[config.mk]
export PLATFORM = sky130hd
export DESIGN_NAME = hb_deadtime_ctrl
export DESIGN_NICKNAME = d
export VERILOG_FILES = /design/src/rtl/hb_dt_pkg.sv /design/src/rtl/hb_fault_ctl.sv /design/src/rtl/hb_edge_det.sv /design/src/rtl/hb_dt_seq.sv /design/src/rtl/hb_deadtime_ctrl.sv
export SDC_FILE = /design/constraint.sdc
export NUM_CORES = 1
export LEC_CHECK = 0
export BUFFER_PORTS_ARGS = -buffer_cell sky130_fd_sc_hd__buf_2
export CORE_UTILIZATION = 55
export CTS_CLUSTER_SIZE = 28
export DETAILED_ROUTE_END_ITERATION = 16
export PLACE_DENSITY = 0.78
export SLEW_MARGIN = 10
export SYNTH_ARGS = -nofsm -noshare
export SYNTH_HDL_FRONTEND = slang
export SYNTH_SLANG_ARGS = --single-unit
[constraint.sdc]
create_clock -name clk -period 5.9 [get_ports clk]
set_clock_uncertainty 0.2 [all_clocks]
set_input_delay 1.18 -clock clk [delete_from_list [all_inputs] [get_ports clk]]
set_output_delay 1.18 -clock clk [all_outputs]
set_load 0.01 [all_outputs]
[src/rtl/hb_dt_pkg.sv]
// Package: shared types for the half-bridge dead-time controller.
// Assumes: fault codes are a fixed 3-bit encoding decoded by hb_fault_ctl.
package hb_dt_pkg;

    typedef enum logic [2:0] {
        FLT_IN_LO    = 3'd0,
        FLT_IN_HI    = 3'd1,
        FLT_HI_OFF   = 3'd2,
        FLT_HI_ON    = 3'd3,
        FLT_LO_OFF   = 3'd4,
        FLT_LO_ON    = 3'd5,
        FLT_BOTH_OFF = 3'd6,
        FLT_BOTH_ON  = 3'd7
    } flt_mode_e;

    typedef enum logic [1:0] {
        PH_IDLE = 2'd0,
        PH_RISE = 2'd1,
        PH_FALL = 2'd2
    } phase_e;

endpackage

[src/rtl/hb_fault_ctl.sv]
// Module: hb_fault_ctl
// Latches a fault code on a qualified arm strobe and decodes it into
// command-pinning and output-forcing controls.
// Assumes: the first qualified arm after reset wins; only reset clears it.
module hb_fault_ctl
    import hb_dt_pkg::*;
(
    input  logic       clk,
    input  logic       rst_n,
    input  logic       arm_i,
    input  logic       en_i,
    input  logic [2:0] code_i,
    output logic       active_o,
    output logic       pin_cmd_o,
    output logic       pin_val_o,
    output logic       frc_hi_o,
    output logic       frc_hi_val_o,
    output logic       frc_lo_o,
    output logic       frc_lo_val_o
);

    logic      active_q;
    flt_mode_e mode_q;

    // Capture the fault code once on the first qualified arm.
    always_ff @(posedge clk) begin
        if (!rst_n) begin
            active_q <= 1'b0;
            mode_q   <= FLT_IN_LO;
        end else if (arm_i && en_i && !active_q) begin
            active_q <= 1'b1;
            mode_q   <= flt_mode_e'(code_i);
        end
    end

    // Decode the latched code into pinning and forcing controls.
    always_comb begin
        pin_cmd_o    = 1'b0;
        pin_val_o    = 1'b0;
        frc_hi_o     = 1'b0;
        frc_hi_val_o = 1'b0;
        frc_lo_o     = 1'b0;
        frc_lo_val_o = 1'b0;
        if (active_q) begin
            case (mode_q)
                FLT_IN_LO:    begin pin_cmd_o = 1'b1; pin_val_o = 1'b0; end
                FLT_IN_HI:    begin pin_cmd_o = 1'b1; pin_val_o = 1'b1; end
                FLT_HI_OFF:   begin frc_hi_o = 1'b1; frc_hi_val_o = 1'b0; end
                FLT_HI_ON:    begin frc_hi_o = 1'b1; frc_hi_val_o = 1'b1; end
                FLT_LO_OFF:   begin frc_lo_o = 1'b1; frc_lo_val_o = 1'b0; end
                FLT_LO_ON:    begin frc_lo_o = 1'b1; frc_lo_val_o = 1'b1; end
                FLT_BOTH_OFF: begin
                    frc_hi_o = 1'b1; frc_hi_val_o = 1'b0;
                    frc_lo_o = 1'b1; frc_lo_val_o = 1'b0;
                end
                FLT_BOTH_ON:  begin
                    frc_hi_o = 1'b1; frc_hi_val_o = 1'b1;
                    frc_lo_o = 1'b1; frc_lo_val_o = 1'b1;
                end
                default:      begin pin_cmd_o = 1'b0; end
            endcase
        end
    end

    assign active_o = active_q;


    property fault_sticky_p;
        @(posedge clk) disable iff (!rst_n) active_q |=> active_q;
    endproperty
    fault_sticky_chk: assert property (fault_sticky_p);


    property fault_code_hold_p;
        @(posedge clk) disable iff (!rst_n) active_q |=> $stable(mode_q);
    endproperty
    fault_code_hold_chk: assert property (fault_code_hold_p);

endmodule

[src/rtl/hb_edge_det.sv]
// Module: hb_edge_det
// Detects rising and falling changes of the effective command level.
// Assumes: the first cycle after reset only records the level, so a level
// already present at reset release never counts as an edge.
module hb_edge_det (
    input  logic clk,
    input  logic rst_n,
    input  logic lvl_i,
    output logic rise_o,
    output logic fall_o
);

    logic lvl_q;
    logic valid_q;

    // Remember the previous level and mark it valid after the first sample.
    always_ff @(posedge clk) begin
        if (!rst_n) begin
            lvl_q   <= 1'b0;
            valid_q <= 1'b0;
        end else begin
            lvl_q   <= lvl_i;
            valid_q <= 1'b1;
        end
    end

    assign rise_o = valid_q &&  lvl_i && !lvl_q;
    assign fall_o = valid_q && !lvl_i &&  lvl_q;

endmodule

[src/rtl/hb_dt_seq.sv]
// Module: hb_dt_seq
// Runs the propagation-delay / dead-time sequence after each command edge
// with an elapsed-cycle counter compared against two captured thresholds.
// Assumes: rise_i and fall_i are never both 1; thresholds fit in CNT_W bits.
module hb_dt_seq
    import hb_dt_pkg::*;
#(
    parameter int CNT_W = 16
) (
    input  logic             clk,
    input  logic             rst_n,
    input  logic             rise_i,
    input  logic             fall_i,
    input  logic [CNT_W-1:0] rise_off_dly_i,
    input  logic [CNT_W-1:0] rise_dead_i,
    input  logic [CNT_W-1:0] fall_off_dly_i,
    input  logic [CNT_W-1:0] fall_dead_i,
    output logic             hi_o,
    output logic             lo_o
);

    localparam int T_W = CNT_W + 1;

    phase_e         phase_q;
    logic [T_W-1:0] t_q;
    logic [T_W-1:0] off_at_q;
    logic [T_W-1:0] on_at_q;
    logic           prior_q;

    // Capture thresholds and the outgoing side's level at each command edge.
    always_ff @(posedge clk) begin
        if (!rst_n) begin
            phase_q  <= PH_IDLE;
            off_at_q <= '0;
            on_at_q  <= '0;
            prior_q  <= 1'b0;
        end else if (rise_i) begin
            phase_q  <= PH_RISE;
            off_at_q <= {1'b0, rise_off_dly_i};
            on_at_q  <= {1'b0, rise_off_dly_i} + {1'b0, rise_dead_i};
            prior_q  <= lo_o;
        end else if (fall_i) begin
            phase_q  <= PH_FALL;
            off_at_q <= {1'b0, fall_off_dly_i};
            on_at_q  <= {1'b0, fall_off_dly_i} + {1'b0, fall_dead_i};
            prior_q  <= hi_o;
        end
    end

    // Count cycles since the last edge, saturating at the turn-on threshold.
    always_ff @(posedge clk) begin
        if (!rst_n) begin
            t_q <= '0;
        end else if (rise_i || fall_i) begin
            t_q <= '0;
        end else if (phase_q != PH_IDLE && t_q < on_at_q) begin
            t_q <= t_q + 1'b1;
        end
    end

    // Derive both enables from the phase and elapsed count.
    always_comb begin
        hi_o = 1'b0;
        lo_o = 1'b0;
        case (phase_q)
            PH_RISE: begin
                hi_o = (t_q >= on_at_q);
                lo_o = prior_q && (t_q < off_at_q);
            end
            PH_FALL: begin
                lo_o = (t_q >= on_at_q);
                hi_o = prior_q && (t_q < off_at_q);
            end
            default: begin
                hi_o = 1'b0;
                lo_o = 1'b0;
            end
        endcase
    end


    property thr_hold_p;
        @(posedge clk) disable iff (!rst_n)
            !(rise_i || fall_i) |=> ($stable(off_at_q) && $stable(on_at_q));
    endproperty
    thr_hold_chk: assert property (thr_hold_p);

endmodule

[src/rtl/hb_deadtime_ctrl.sv]
// Module: hb_deadtime_ctrl (top)
// Complementary half-bridge gate enable generator with per-direction delay
// and dead time, plus a latched fault injector.
// Assumes: pwm_in is synchronous to clk; reset is synchronous, active low.
module hb_deadtime_ctrl
    import hb_dt_pkg::*;
#(
    parameter int CNT_W = 16
) (
    input  logic             clk,
    input  logic             rst_n,
    input  logic             pwm_in,
    input  logic [CNT_W-1:0] cfg_rise_lo_dly,
    input  logic [CNT_W-1:0] cfg_rise_hi_dead,
    input  logic [CNT_W-1:0] cfg_fall_hi_dly,
    input  logic [CNT_W-1:0] cfg_fall_lo_dead,
    input  logic [2:0]       flt_code,
    input  logic             flt_enable,
    input  logic             flt_arm,
    output logic             gate_hi,
    output logic             gate_lo
);

    logic flt_active;
    logic pin_cmd, pin_val;
    logic frc_hi, frc_hi_val, frc_lo, frc_lo_val;
    logic cmd_eff;
    logic cmd_rise, cmd_fall;
    logic seq_hi, seq_lo;

    hb_fault_ctl u_fault (
        .clk          (clk),
        .rst_n        (rst_n),
        .arm_i        (flt_arm),
        .en_i         (flt_enable),
        .code_i       (flt_code),
        .active_o     (flt_active),
        .pin_cmd_o    (pin_cmd),
        .pin_val_o    (pin_val),
        .frc_hi_o     (frc_hi),
        .frc_hi_val_o (frc_hi_val),
        .frc_lo_o     (frc_lo),
        .frc_lo_val_o (frc_lo_val)
    );

    // Select the command the sequencer sees: live or pinned by a fault.
    always_comb begin
        cmd_eff = pin_cmd ? pin_val : pwm_in;
    end

    hb_edge_det u_edge (
        .clk    (clk),
        .rst_n  (rst_n),
        .lvl_i  (cmd_eff),
        .rise_o (cmd_rise),
        .fall_o (cmd_fall)
    );

    hb_dt_seq #(
        .CNT_W (CNT_W)
    ) u_seq (
        .clk            (clk),
        .rst_n          (rst_n),
        .rise_i         (cmd_rise),
        .fall_i         (cmd_fall),
        .rise_off_dly_i (cfg_rise_lo_dly),
        .rise_dead_i    (cfg_rise_hi_dead),
        .fall_off_dly_i (cfg_fall_hi_dly),
        .fall_dead_i    (cfg_fall_lo_dead),
        .hi_o           (seq_hi),
        .lo_o           (seq_lo)
    );

    // Apply output-forcing faults on top of the sequencer enables.
    always_comb begin
        gate_hi = frc_hi ? frc_hi_val : seq_hi;
        gate_lo = frc_lo ? frc_lo_val : seq_lo;
    end


    property no_shoot_through_p;
        @(posedge clk) disable iff (!rst_n)
            !flt_active |-> !(gate_hi && gate_lo);
    endproperty
    no_shoot_through_chk: assert property (no_shoot_through_p);


    property quiet_after_reset_p;
        @(posedge clk) disable iff (!rst_n)
            $rose(gate_hi) |-> (flt_active || seq_hi);
    endproperty
    quiet_after_reset_chk: assert property (quiet_after_reset_p);

endmodule

==> reports/results.md <==
| Stage | Quantity | Value |
| --- | --- | --- |
| placement | Number of I/O port buffers | 73 |
| setup path | Cell breakdown of the critical path | ha_1 -> a21oi_1 -> o21ai_0 -> a221oi_2 -> o21ai_0 -> a22oi_1 -> o21ai_0 -> buf_2 |
| timing | Slew @ Worst Pin | 0.937 ns |
| grt | Vias in the first global route | 4333 |
| drt | Routed length per placed instance | 16.4 µm |
| synth | Count of flip-flops with a built-in enable after synthesis | 0 |
| drt | Total detailed-routing wirelength | 12800 µm |
| setup path | Crit-path max FO | 7 |
| placement | Final Wtd Congestion | 0.956 |
| clocking | Number of setup buffers added after CTS | 0 |
| synth | Number of instances in the synthesized netlist | 601 |
| setup path | Slowest cell on the critical path | sky130_fd_sc_hd__dfxtp_1 |
| timing | Shortest period the worst path allows | 4.00 ns |
| setup path | Most prevalent standard cell on the critical path | sky130_fd_sc_hd__o21ai_0 |
| run | MaxCap Viol Count | 0 |
| synth | Total nets after synthesis | 743 |
| clocking | CTS buffer count | 9 |
| clocking | Max Buffers Root-to-Sink | 2 |
| timing | Final period utilization | 67.8% |
| setup path | Launching point of the worst reg2reg path | u_fault.active_o |
| floorplan | Die X-Extent | 95.2 µm |
| drt | Number of vias per cell | 6.04 |
| timing | Min Hold Slack | 0.276 ns |
| power | Peak ir drop on the vdd network | 0.000120 V |
| final layout | Synth-to-Final Area Change | 13.5% |
| grt | Aggregate global-route resource usage | 29.6% |
| clocking | Hold_buf cts | 0 |
| timing | Total count of max-transition violations in the final report | 0 |
| synth | Synthesized cell area | 4770 µm² |
| setup path | Worst reg2reg endpoint | u_seq.on_at_q[11] |
| drt | Vias after detailed routing | 4721 |
| setup path | Worst Reg2Reg Path Length in Cells | 7 |
| drt | Number of nets still failing antenna checks after routing | 0 |
| grt | Global-route wire length before repair | 20500 µm |
| synth | Number of distinct standard cells referenced by the synthesized netlist | 60 |
| timing | Tightest slew margin relative to the limit | 37.5% |
| worst hold path | Worst min-delay path endpoint | u_seq.off_at_q[1] |
| drt | DRC violation total after the first TritonRoute iteration | 223 |
| final layout | Final antenna diode count | 0 |
| floorplan | Initial standard-cell utilization of the core | 57.5% |
| worst hold path | Instance count along the most critical hold path | 2 |
| synth | Main synth FF type | sky130_fd_sc_hd__dfxtp_1 |
| timing | Highest clock rate | 0.250 GHz |
| timing | Finish-stage setup viols | 0 |
| setup path | Worst setup EP type | primary output |
| worst hold path | Source of the worst hold timing path | u_seq.off_at_q[1] |
| timing | Total Negative Setup Slacks | 0 ns |
| setup path | Data arrival, critical path | 2.62 ns |
| grt | Overflow left after global routing | 0 |
| worst hold path | HP Class | register to register |
| synth | Post-synthesis average cell area | 7.94 µm² |
| clocking | Sinks on the clock net | 59 |
| floorplan | Die area | 9060 µm² |
| floorplan | Die height | 95.2 µm |
| clocking | Register clock-pin slew on the reported worst setup and hold paths | 0.07 ns |
| setup path | Stage delay of the slowest cell on the critical path | 0.48 ns |
| synth | Proportion of synthesized chip area in sequential cells | 24.7% |
| clocking | Clock Latency Late Sink | 0.35 ns |
| final layout | Ratio of cells with drive above 1 in the final layout | 15.8% |
| power | Areal power density over the cells | 211 nW/µm² |
| run status | Run status | finished, final reports clean |
| setup path | Worst path required time | 4.52 ns |
| setup path | Worst R2R Setup Slack | 2.83 ns |
| final layout | Layout net count | 813 |
| clocking | Clock Root Buffer | sky130_fd_sc_hd__clkbuf_8 |
| synth | Count of state elements after synthesis | 59 |
| clocking | TritonCTS clock tree | built |
| drt | Router iterations before antenna repair | 5 |
| placement | Final HPWL DP | 10100 µm |
| floorplan | Site row count | 33 |
| setup path | Critical path launch point type | register |
| floorplan | Number of primary I/O pins | 74 |
| grt | Maximum number of pins on one net before global-route repair | 27 |
| grt | Number of antenna violations at the first check in global routing | 0 |
| power | Leak Pwr | 2.37 nW |
| final layout | Commonest non-fill, non-tap cells in the layout | 73 x sky130_fd_sc_hd__buf_2, 68 x sky130_fd_sc_hd__ha_1, 59 x sky130_fd_sc_hd__dfxtp_1 |
| synth | Ys async rst share | 0% |
| setup path | Path type of the worst setup path | register to primary output |
| drt | Post-route DRC violation count | 0 |
| clocking | Htree depth | 3 |
| timing | Number of hold violations in the final report | 0 |
| synth | Synth warn | 0 |
| final layout | Commonest non-fill, non-tap cell in the layout | sky130_fd_sc_hd__buf_2 |
| timing | Unrepaired setup endpoints after global routing | false |
| clocking | Quantity of gates resized following cts | 0 |
| floorplan | Core region area | 8300 µm² |
## through the flow
stage	utilization, %	total power, mW	std cells	worst slack (ns)	instance area [µm²]
after floorplan	-	0.672	601	2.56	4770
after global placement	63.0	0.756	765	2.26	5230
after detailed placement	63.0	0.767	765	2.14	5230
after CTS	65.3	1.14	781	1.95	5420
after global routing	65.3	1.21	781	1.75	5420
final	65.3	1.14	781	1.90	5420
## critical path, delay by kind of cell (launching register included)
kind	cells	cell delay, ns
compound gates	6	1.35
flops	1	0.48
fa+ha+maj	1	0.30
buf+inv	1	0.15
## kinds of logic (layout without fill, tap and decap cells)
group / after synthesis / in the layout / synth area share [%]
compound gates: 186 / 186 / 25.7
xor+xnor: 31 / 31 / 5.69
fa+ha+maj: 70 / 70 / 18.7
buf+inv: 67 / 142 / 5.40
flops: 59 / 59 / 24.7
mux: 7 / 7 / 1.47
simple gates: 181 / 181 / 18.4
## flip-flops by register name, indices dropped and copies added, names as in the netlist
register and cells:
u_seq.off_at_q 16, u_seq.phase_q 2, u_seq.on_at_q 17, u_fault.mode_q 3
u_edge.valid_q 1, u_fault.active_o 1, u_edge.lvl_q 1, u_seq.t_q 17
u_seq.prior_q 1
## cell usage after synthesis, drive strengths merged, types with 4 or more instances
| master | count | area share [%] |
|---|---|---|
| xor2 | 10 | 1.8 |
| a221oi | 4 | 0.86 |
| a21o | 14 | 2.2 |
| dfxtp | 59 | 25 |
| o21a | 4 | 0.63 |
| nor4 | 7 | 0.92 |
| nor3 | 12 | 1.3 |
| xnor2 | 21 | 3.9 |
| nand3 | 10 | 1.0 |
| or2 | 4 | 0.52 |
| and3 | 9 | 1.2 |
| or3 | 6 | 0.79 |
| a211oi | 16 | 2.5 |
| inv | 48 | 3.8 |
| nand2 | 52 | 4.1 |
| a21oi | 47 | 4.9 |
| ha | 68 | 18 |
| mux2i | 7 | 1.5 |
| buf | 8 | 0.76 |
| nor2b | 5 | 0.66 |
| o22ai | 5 | 0.66 |
| o211ai | 17 | 2.7 |
| nor2 | 52 | 4.1 |
| o21bai | 4 | 0.63 |
| clkbuf | 10 | 0.79 |
| o21ai | 45 | 4.7 |
| nand4 | 5 | 0.66 |
| nand2b | 6 | 0.79 |
## where the power goes
group	internal, mW	switching [mW]
logic	0.139	0.193
clock network	0.193	0.182
registers	0.422	0.0127
## worst max path at each step
stage / from / to / slack, ns / depth (start not counted)
after floorplan: cfg_rise_lo_dly[0] / u_seq.on_at_q[16] / 2.56 / 10
after global placement: cfg_rise_lo_dly[0] / u_seq.on_at_q[16] / 2.26 / 11
after detailed placement: cfg_rise_lo_dly[0] / u_seq.on_at_q[16] / 2.14 / 11
after global routing: u_seq.t_q[12] / gate_lo / 1.75 / 8
after CTS: u_seq.t_q[12] / gate_lo / 1.95 / 8
final: u_seq.t_q[12] / gate_lo / 1.90 / 8
## layout make-up
class	count	area, µm²
inverter	49	184
clock buffer	9	124
timing repair buffer	77	395
clock inverter	7	68.8
fill	695	2880
multi-input combinational	475	3340
tap	105	131
sequential	59	1180
## per-layer routing
layer | track usage (%) | wire (µm) | share of wire, %
met5 | 0 | 0 | 0
met4 | 9.85 | 237 | 1.8
met3 | 4.86 | 938 | 7.3
met2 | 47.1 | 5840 | 45
met1 | 40.3 | 5820 | 45
(Power assumes the default switching activity.)
